--- config.mk ---
export PLATFORM = sky130hd
export DESIGN_NAME = esc_watchdog
export DESIGN_NICKNAME = d
export VERILOG_FILES = /design/src/rtl/esc_wdog_pkg.sv /design/src/rtl/esc_wdog_regs.sv /design/src/rtl/esc_wdog_timer.sv /design/src/rtl/esc_wdog_gap.sv /design/src/rtl/esc_watchdog.sv
export SDC_FILE = /design/constraint.sdc
export NUM_CORES = 1
export LEC_CHECK = 0
export CAP_MARGIN = 20
export CORE_UTILIZATION = 35
export DETAILED_ROUTE_END_ITERATION = 8
export DONT_BUFFER_PORTS = 1
export PLACE_DENSITY_LB_ADDON = 0.15
export SYNTH_ARGS = -nofsm -noshare
export SYNTH_HDL_FRONTEND = slang
export SYNTH_SLANG_ARGS = --single-unit
--- constraint.sdc ---
create_clock -name clk -period 3.9 [get_ports clk]
set_clock_uncertainty 0.15 [all_clocks]
set_input_delay 0.585 -clock clk [delete_from_list [all_inputs] [get_ports clk]]
set_output_delay 0.585 -clock clk [all_outputs]
set_load 0.1 [all_outputs]
--- src/rtl/esc_wdog_pkg.sv ---
// Package: shared field layout and helpers for the escalating watchdog.
// Assumes an 8-bit register port; bit positions are fixed by software use.
package esc_wdog_pkg;

    localparam int REG_W = 8;

    localparam logic ADDR_CTRL = 1'b0;
    localparam logic ADDR_TC   = 1'b1;

    localparam int BIT_S2_EN  = 5;
    localparam int BIT_S1_EN  = 4;
    localparam int BIT_SEL    = 3;
    localparam int BIT_S2_MON = 2;
    localparam int BIT_S1_MON = 1;

    // Field order matches the register bits 5 down to 1.
    typedef struct packed {
        logic s2_en;
        logic s1_en;
        logic sel_init;
        logic s2_mon;
        logic s1_mon;
    } wd_ctrl_t;

    // Place the control fields into their register image.
    function automatic logic [REG_W-1:0] pack_ctrl(wd_ctrl_t c);
        return {2'b00, c, 1'b0};
    endfunction

endpackage

--- src/rtl/esc_wdog_regs.sv ---
// Control and terminal-count registers with readback.
// Assumes single-cycle writes. A timeout takes priority over a write to the
// enable bits in the same cycle. Monitor bits can only be cleared by writes.
module esc_wdog_regs
    import esc_wdog_pkg::*;
#(
    parameter int TC_W = 8
) (
    input  logic             clk,
    input  logic             rst_n,
    input  logic             wr,
    input  logic             addr,
    input  logic [REG_W-1:0] wdata,
    input  logic             expire,
    input  logic             s2_fire,
    output wd_ctrl_t         ctrl,
    output logic [TC_W-1:0]  tc,
    output logic             tc_wr,
    output logic [REG_W-1:0] rdata
);

    logic ctrl_wr;
    logic unused_wbits;

    assign ctrl_wr      = wr && (addr == ADDR_CTRL);
    assign tc_wr        = wr && (addr == ADDR_TC);
    assign unused_wbits = ^{wdata[7:6], wdata[0]};

    // Control register: software fields, timeout self-clear, sticky monitors.
    always_ff @(posedge clk) begin
        if (!rst_n) begin
            ctrl <= '0;
        end else begin
            if (ctrl_wr) begin
                ctrl.s2_en    <= wdata[BIT_S2_EN];
                ctrl.s1_en    <= wdata[BIT_S1_EN];
                ctrl.sel_init <= wdata[BIT_SEL];
                ctrl.s2_mon   <= ctrl.s2_mon & wdata[BIT_S2_MON];
                ctrl.s1_mon   <= ctrl.s1_mon & wdata[BIT_S1_MON];
            end
            if (expire) begin
                ctrl.s1_en <= 1'b0;
                ctrl.s2_en <= 1'b0;
                if (ctrl.s1_en) ctrl.s1_mon <= 1'b1;
            end
            if (s2_fire) ctrl.s2_mon <= 1'b1;
        end
    end

    // Terminal-count register.
    always_ff @(posedge clk) begin
        if (!rst_n)     tc <= '0;
        else if (tc_wr) tc <= wdata[TC_W-1:0];
    end

    // Combinational readback of the selected register.
    always_comb begin
        rdata = (addr == ADDR_TC) ? REG_W'(tc) : pack_ctrl(ctrl);
    end

    assert_en_clear_R8: assert property (@(posedge clk) disable iff (!rst_n)
        expire |=> (!ctrl.s1_en && !ctrl.s2_en));

    assert_mon_set_R6: assert property (@(posedge clk) disable iff (!rst_n)
        (expire && ctrl.s1_en) |=> ctrl.s1_mon);

    assert_mon_sticky_R6: assert property (@(posedge clk) disable iff (!rst_n)
        (ctrl.s2_mon && !ctrl_wr) |=> ctrl.s2_mon);

endmodule

--- src/rtl/esc_wdog_timer.sv ---
// Prescaled timeout counter. It counts ticks while armed and flags the cycle
// in which the tick count reaches the terminal count (0 means 2**TC_W).
// Assumes a reload always coincides with any change of tc.
module esc_wdog_timer #(
    parameter int TC_W     = 8,
    parameter int PRESCALE = 4
) (
    input  logic            clk,
    input  logic            rst_n,
    input  logic            armed,
    input  logic            reload,
    input  logic [TC_W-1:0] tc,
    output logic            expire
);

    localparam int CNT_W = TC_W + 1;
    localparam int PS_W  = (PRESCALE > 1) ? $clog2(PRESCALE) : 1;

    logic             run;
    logic             tick;
    logic [CNT_W-1:0] limit;
    logic [CNT_W-1:0] tick_cnt;
    logic             last_tick;

    assign run       = armed && !reload;
    assign limit     = (tc == '0) ? {1'b1, {TC_W{1'b0}}} : {1'b0, tc};
    assign last_tick = (tick_cnt == (limit - 1'b1));
    assign expire    = tick && last_tick;

    generate
        if (PRESCALE == 1) begin : g_no_prescale
            assign tick = run;
        end else begin : g_prescale
            logic [PS_W-1:0] pre_cnt;
            // Divide the clock down to one tick every PRESCALE cycles.
            always_ff @(posedge clk) begin
                if (!rst_n || !run)                  pre_cnt <= '0;
                else if (pre_cnt == PS_W'(PRESCALE-1)) pre_cnt <= '0;
                else                                 pre_cnt <= pre_cnt + 1'b1;
            end
            assign tick = run && (pre_cnt == PS_W'(PRESCALE-1));
        end
    endgenerate

    // Tick counter: cleared when idle or reloaded, wraps at the timeout.
    always_ff @(posedge clk) begin
        if (!rst_n || !run)  tick_cnt <= '0;
        else if (tick)       tick_cnt <= last_tick ? '0 : tick_cnt + 1'b1;
    end

    assert_count_bound_R3: assert property (@(posedge clk) disable iff (!rst_n)
        armed |-> (tick_cnt < limit));

    assert_idle_quiet_R7: assert property (@(posedge clk) disable iff (!rst_n)
        !armed |-> !expire);

endmodule

--- src/rtl/esc_wdog_gap.sv ---
// Inter-stage delay. It starts at a timeout with stage 2 enabled and flags
// the cycle that ends GAP_CYCLES cycles later. A kick cancels it.
// Assumes GAP_CYCLES >= 1, and that start never arrives while already pending.
module esc_wdog_gap #(
    parameter int GAP_CYCLES = 20
) (
    input  logic clk,
    input  logic rst_n,
    input  logic start,
    input  logic cancel,
    output logic pending,
    output logic fire
);

    localparam int GC_W = (GAP_CYCLES > 1) ? $clog2(GAP_CYCLES) : 1;

    logic [GC_W-1:0] gap_cnt;
    logic            gap_end;

    assign gap_end = (gap_cnt == GC_W'(GAP_CYCLES-1));
    assign fire    = pending && !cancel && gap_end;

    // Track the pending reset and count its delay.
    always_ff @(posedge clk) begin
        if (!rst_n) begin
            pending <= 1'b0;
            gap_cnt <= '0;
        end else if (start) begin
            pending <= 1'b1;
            gap_cnt <= '0;
        end else if (pending && (cancel || gap_end)) begin
            pending <= 1'b0;
            gap_cnt <= '0;
        end else if (pending) begin
            gap_cnt <= gap_cnt + 1'b1;
        end
    end

    assert_cancel_R10: assert property (@(posedge clk) disable iff (!rst_n)
        (pending && cancel && !start) |=> !pending);

    assert_fire_ends_R5: assert property (@(posedge clk) disable iff (!rst_n)
        (fire && !start) |=> !pending);

endmodule

--- src/rtl/esc_watchdog.sv ---
// Top: two-stage escalating watchdog. Wires the registers, the timeout
// counter and the inter-stage delay, and registers the three output pulses.
// Assumes kick is synchronous to clk.
module esc_watchdog
    import esc_wdog_pkg::*;
#(
    parameter int TC_W       = 8,
    parameter int PRESCALE   = 4,
    parameter int GAP_CYCLES = 20
) (
    input  logic       clk,
    input  logic       rst_n,
    input  logic       reg_wr,
    input  logic       reg_addr,
    input  logic [7:0] reg_wdata,
    output logic [7:0] reg_rdata,
    input  logic       kick,
    output logic       stg1_nmi,
    output logic       stg1_init,
    output logic       stg2_rst
);

    wd_ctrl_t        ctrl;
    logic [TC_W-1:0] tc;
    logic            tc_wr;
    logic            expire;
    logic            s1_fire;
    logic            s2_fire;
    logic            gap_pending;
    logic            armed;

    assign armed   = ctrl.s1_en || ctrl.s2_en;
    assign s1_fire = expire && ctrl.s1_en;

    esc_wdog_regs #(.TC_W(TC_W)) u_regs (
        .clk     (clk),
        .rst_n   (rst_n),
        .wr      (reg_wr),
        .addr    (reg_addr),
        .wdata   (reg_wdata),
        .expire  (expire),
        .s2_fire (s2_fire),
        .ctrl    (ctrl),
        .tc      (tc),
        .tc_wr   (tc_wr),
        .rdata   (reg_rdata)
    );

    esc_wdog_timer #(.TC_W(TC_W), .PRESCALE(PRESCALE)) u_timer (
        .clk    (clk),
        .rst_n  (rst_n),
        .armed  (armed),
        .reload (kick || tc_wr),
        .tc     (tc),
        .expire (expire)
    );

    esc_wdog_gap #(.GAP_CYCLES(GAP_CYCLES)) u_gap (
        .clk     (clk),
        .rst_n   (rst_n),
        .start   (expire && ctrl.s2_en),
        .cancel  (kick),
        .pending (gap_pending),
        .fire    (s2_fire)
    );

    // Output pulses: one registered cycle per firing event.
    always_ff @(posedge clk) begin
        if (!rst_n) begin
            stg1_nmi  <= 1'b0;
            stg1_init <= 1'b0;
            stg2_rst  <= 1'b0;
        end else begin
            stg1_nmi  <= s1_fire && !ctrl.sel_init;
            stg1_init <= s1_fire &&  ctrl.sel_init;
            stg2_rst  <= s2_fire;
        end
    end

    assert_stage1_exclusive_R4: assert property (@(posedge clk) disable iff (!rst_n)
        !(stg1_nmi && stg1_init));

    assert_nmi_width_R11: assert property (@(posedge clk) disable iff (!rst_n)
        stg1_nmi |=> !stg1_nmi);

    assert_init_width_R11: assert property (@(posedge clk) disable iff (!rst_n)
        stg1_init |=> !stg1_init);

    assert_rst_width_R11: assert property (@(posedge clk) disable iff (!rst_n)
        stg2_rst |=> !stg2_rst);

    assert_rst_needs_gap_R5: assert property (@(posedge clk) disable iff (!rst_n)
        s2_fire |-> gap_pending);

endmodule

==> out/qor.log <==
qor: outcome.run_status complete, no violations
qor: synth.synth_top_area_share 35.8%
qor: hold_path.hold_wc_startpoint rst_n
qor: sta.share_of_the_clock_period_used_by_the_worst_path_after_layout 72.9%
qor: cts.numCtsBuffers 5
qor: synth.postSynth.asyncResetShare 0%
qor: sta.slew_viol_final 0
qor: critical_path.ff2ff_path_depth 9
qor: synth.yosys-mux-area-fraction 2.37%
qor: critical_path.critical_path.cell_chain inv_1 -> ha_1 -> xor2_1 -> or3_1 -> a211oi_1 -> nor4_1 -> nor3_1 -> buf_4 -> a2111oi_0
qor: sta.fin_hold_ws 0.267 ns
qor: critical_path.rrSetupSlack 1.06 ns
qor: sta.worst-slew-pin-transition 1.13 ns
qor: placed_design.place.port_buffers 0
qor: layout.post_route_cells_drive_above_1_share 8.26%
qor: critical_path.critPathArrivalTime 2.86 ns
qor: critical_path.worstPathMaxFanout 11
qor: hold_path.worst_hold_path_ep stg1_init
qor: synth.synth-simple-area-share 33.2%
qor: cts.reg_clk_slew_reported_paths 0.07 ns
qor: critical_path.cp_slowest_cell sky130_fd_sc_hd__nor4_1
qor: synth.yosys.area_share.adder 3.39%
qor: global_route.global_route.usage.total 16.8%
qor: hold_path.cell_count_of_the_worst_hold_path 2
qor: hold_path.holdCritPathClass input port to flop
qor: synth.syn-instance-count 222
qor: layout.insertedDiodeCount 0
qor: drt.routed_via_density 5.20
qor: critical_path.crit_buf_inv 2
qor: critical_path.worst-endpoint-required 3.92 ns
qor: synth.postSynthAreaPerCell 8.31 sq um
qor: power.total_leakage_power 0.698 nW
qor: synth.count_of_flip_flops_with_a_built_in_enable_after_synthesis 0
qor: synth.synthXorXnorAreaFrac 9.02%
qor: layout.stdcell_area 2010 sq um
qor: drt.drtPass1Iterations 4
qor: die.fp.dieArea 5560 sq um
qor: critical_path.timing.critical_path.to_type flop
qor: drt.detail_route.wirelength 4030 um
qor: critical_path.regToRegStartpoint u_regs.tc[0]
qor: critical_path.critical_path.startpoint_type flop
qor: cts.cts_setup_buffers 0
qor: layout.area_delta_synth_final 9.02%
qor: global_route.gr-total-overflow 0
qor: die.fp.dieH 74.6 um
qor: cts.ctsLongestPathBuffers 2
qor: drt.ant_nets 0
qor: drt.detailedRoute.firstIterationViolations 67
qor: die.design.core.area 5070 sq um
qor: cts.cts.sinks 33
qor: die.fp-row-count 26
qor: synth.synth_warnings 0
qor: critical_path.timing.critical_path.depth 9
qor: cts.hold_buffers 0
qor: synth.synth_nets 240
qor: critical_path.rr_endpoint u_timer.tick_cnt[1]
qor: sta.fmaxAchievable 352 MHz
qor: synth.largest_family_of_logic_cells_by_synthesized_area simple AND/OR/NAND/NOR gates
qor: drt.routed_wire_length_per_instance 14.0 um
qor: global_route.vias_in_the_first_global_route 1423
qor: synth.synth_area_leaders sky130_fd_sc_hd__dfxtp_1 36%, sky130_fd_sc_hd__nand2_1 6.3%, sky130_fd_sc_hd__xor2_1 5.2%
qor: sta.hold_violations 0
qor: sta.setup-tns-final 0 ns
qor: power.power_density 384 nW/um^2
qor: sta.final.min_clock_period 2.84 ns
qor: critical_path.critical_path_class flop to flop
qor: synth.synthDistinctLibCells 46
qor: synth.synth_largest_area_cell sky130_fd_sc_hd__dfxtp_1
qor: synth.yosys_register_bits 33
qor: global_route.number_of_antenna_violations_at_the_first_check_in_global_routing 0
qor: cts.cts_repair_resize_count 0
qor: drt.drc 0
qor: sta.slew_headroom 24.5%
qor: critical_path.max_stage_delay 0.59 ns
qor: drt.routed-via-count 1497
qor: sta.setup-violations-final 0
qor: placed_design.dp_hpwl 2960 um
qor: power.vdd_drop_max 0.205 mV
qor: run.max_cap_violations 0
qor: layout.design.final.nets 235
qor: placed_design.gp_routability_congestion 0.858
qor: critical_path.crit_family simple AND/OR/NAND/NOR gates
qor: synth.syn-cell-area 1840 sq um
qor: die.initial_utilization 36.3%
qor: cts.cts-htree-levels 2
qor: placed_design.post_dp_cell_area 1890 sq um
qor: synth.synth_compound_area_share 12.3%
qor: global_route.pin_count_of_the_biggest_net_entering_global_routing 20
qor: cts.clock_latency_on_the_worst_skew_pair 0.29 ns
qor: synth.sequential_cell_area_fraction_in_the_yosys_report 35.8%
qor: layout.postLayoutCoreUtil 39.6%
qor: sta.grt_setup_unrepaired no
qor: cts.tritoncts yes
qor: die.ioPinCount 24
qor: cts.cts_root_buf sky130_fd_sc_hd__clkbuf_8
qor: synth.postSynth.topFlopCell sky130_fd_sc_hd__dfxtp_1
qor: global_route.first_pass_grt_wire_length 6940 um
qor: die.chipWidth 74.6 um
[how the worst max path moves through the flow]
stage                       startpoint                   to  slack, ns
final                     u_regs.tc[0]  u_timer.tick_cnt[1]       1.06
after global routing      u_regs.tc[0]  u_timer.tick_cnt[1]       0.83
after CTS                 u_regs.tc[0]  u_timer.tick_cnt[1]       1.04
after detailed placement      reg_addr        u_gap.pending       0.98
after global placement        reg_addr        u_gap.pending       1.00
after floorplan               reg_addr         reg_rdata[4]       0.28
[cells in the final DEF, fill, tap and decap left out, drive strengths merged, types with 2 or more instances in the layout]
cell type,count
nand2,31
nand3b,2
mux2,3
dfxtp,33
o21ai,10
xnor2,8
or3,5
nor2,14
a21boi,10
nor4,2
nand2b,3
a21oi,3
inv,5
nor4b,4
and3,3
clkbuf,7
ha,5
nor3b,6
nand4,10
xor2,11
and2,5
nor2b,4
a211oi,2
nor3,14
[flip-flops by register name, summed over array words and instances, names as in the netlist]
signal / cells
stg1_init: 1
u_regs.ctrl: 5
stg1_nmi: 1
stg2_rst: 1
u_timer.g_prescale.pre_cnt: 2
u_gap.gap_cnt: 5
u_gap.pending: 1
u_timer.tick_cnt: 9
u_regs.tc: 8
[Yosys cell counts (4+ instances only)]
cell type and n:
sky130_fd_sc_hd__nor2b_1 4, sky130_fd_sc_hd__dfxtp_1 33, sky130_fd_sc_hd__nor3b_1 5, sky130_fd_sc_hd__inv_1 5, sky130_fd_sc_hd__nor3_1 14, sky130_fd_sc_hd__xor2_1 11
sky130_fd_sc_hd__or3_1 4, sky130_fd_sc_hd__nand4_1 10, sky130_fd_sc_hd__ha_1 5, sky130_fd_sc_hd__a21boi_0 9, sky130_fd_sc_hd__nor2_1 14, sky130_fd_sc_hd__xnor2_1 8
sky130_fd_sc_hd__and2_1 5, sky130_fd_sc_hd__nand2_1 31, sky130_fd_sc_hd__clkbuf_1 10, sky130_fd_sc_hd__o21ai_0 10
[metal layers]
layer,routed length [um],vias up,GRT usage [%]
li1,-,776,-
met1,1980,679,22.2
met2,1770,34,25.3
met3,194,8,4.61
met4,86,0,7.97
met5,0,-,0
[area by class of cell]
cell class / instances / area (sq um)
inverter: 5 / 18.8
fill: 556 / 3060
sequential: 33 / 661
clock buffer: 7 / 86.3
timing repair buffer: 1 / 7.51
clock inverter: 1 / 30.0
multi-input combinational: 171 / 1120
tap: 70 / 87.6
[cells by family after synthesis]
group	count (synthesis)
muxes	4
xor gates and xnor gates	19
AOI/OAI and AO/OA	34
DFF	33
buffers and inverters	18
and+or+nand+nor	109
adders and majority gates	5
[through the flow]
stage	worst slack, ns	instances	total power, W
after floorplan	0.277	222	0.000434
after global placement	1.00	280	0.000447
after detailed placement	0.981	280	0.000446
after CTS	1.04	288	0.000781
after global routing	0.833	288	0.000804
final	1.06	288	0.000772
[where the power goes]
group	internal (W)	switching, W	total, W
registers	0.000342	0.00000887	0.000351
logic	0.0000273	0.0000598	0.0000870
clock network	0.000208	0.000125	0.000333
total	0.000578	0.000194	0.000772
Note: power is estimated with default switching activity, not from simulation.
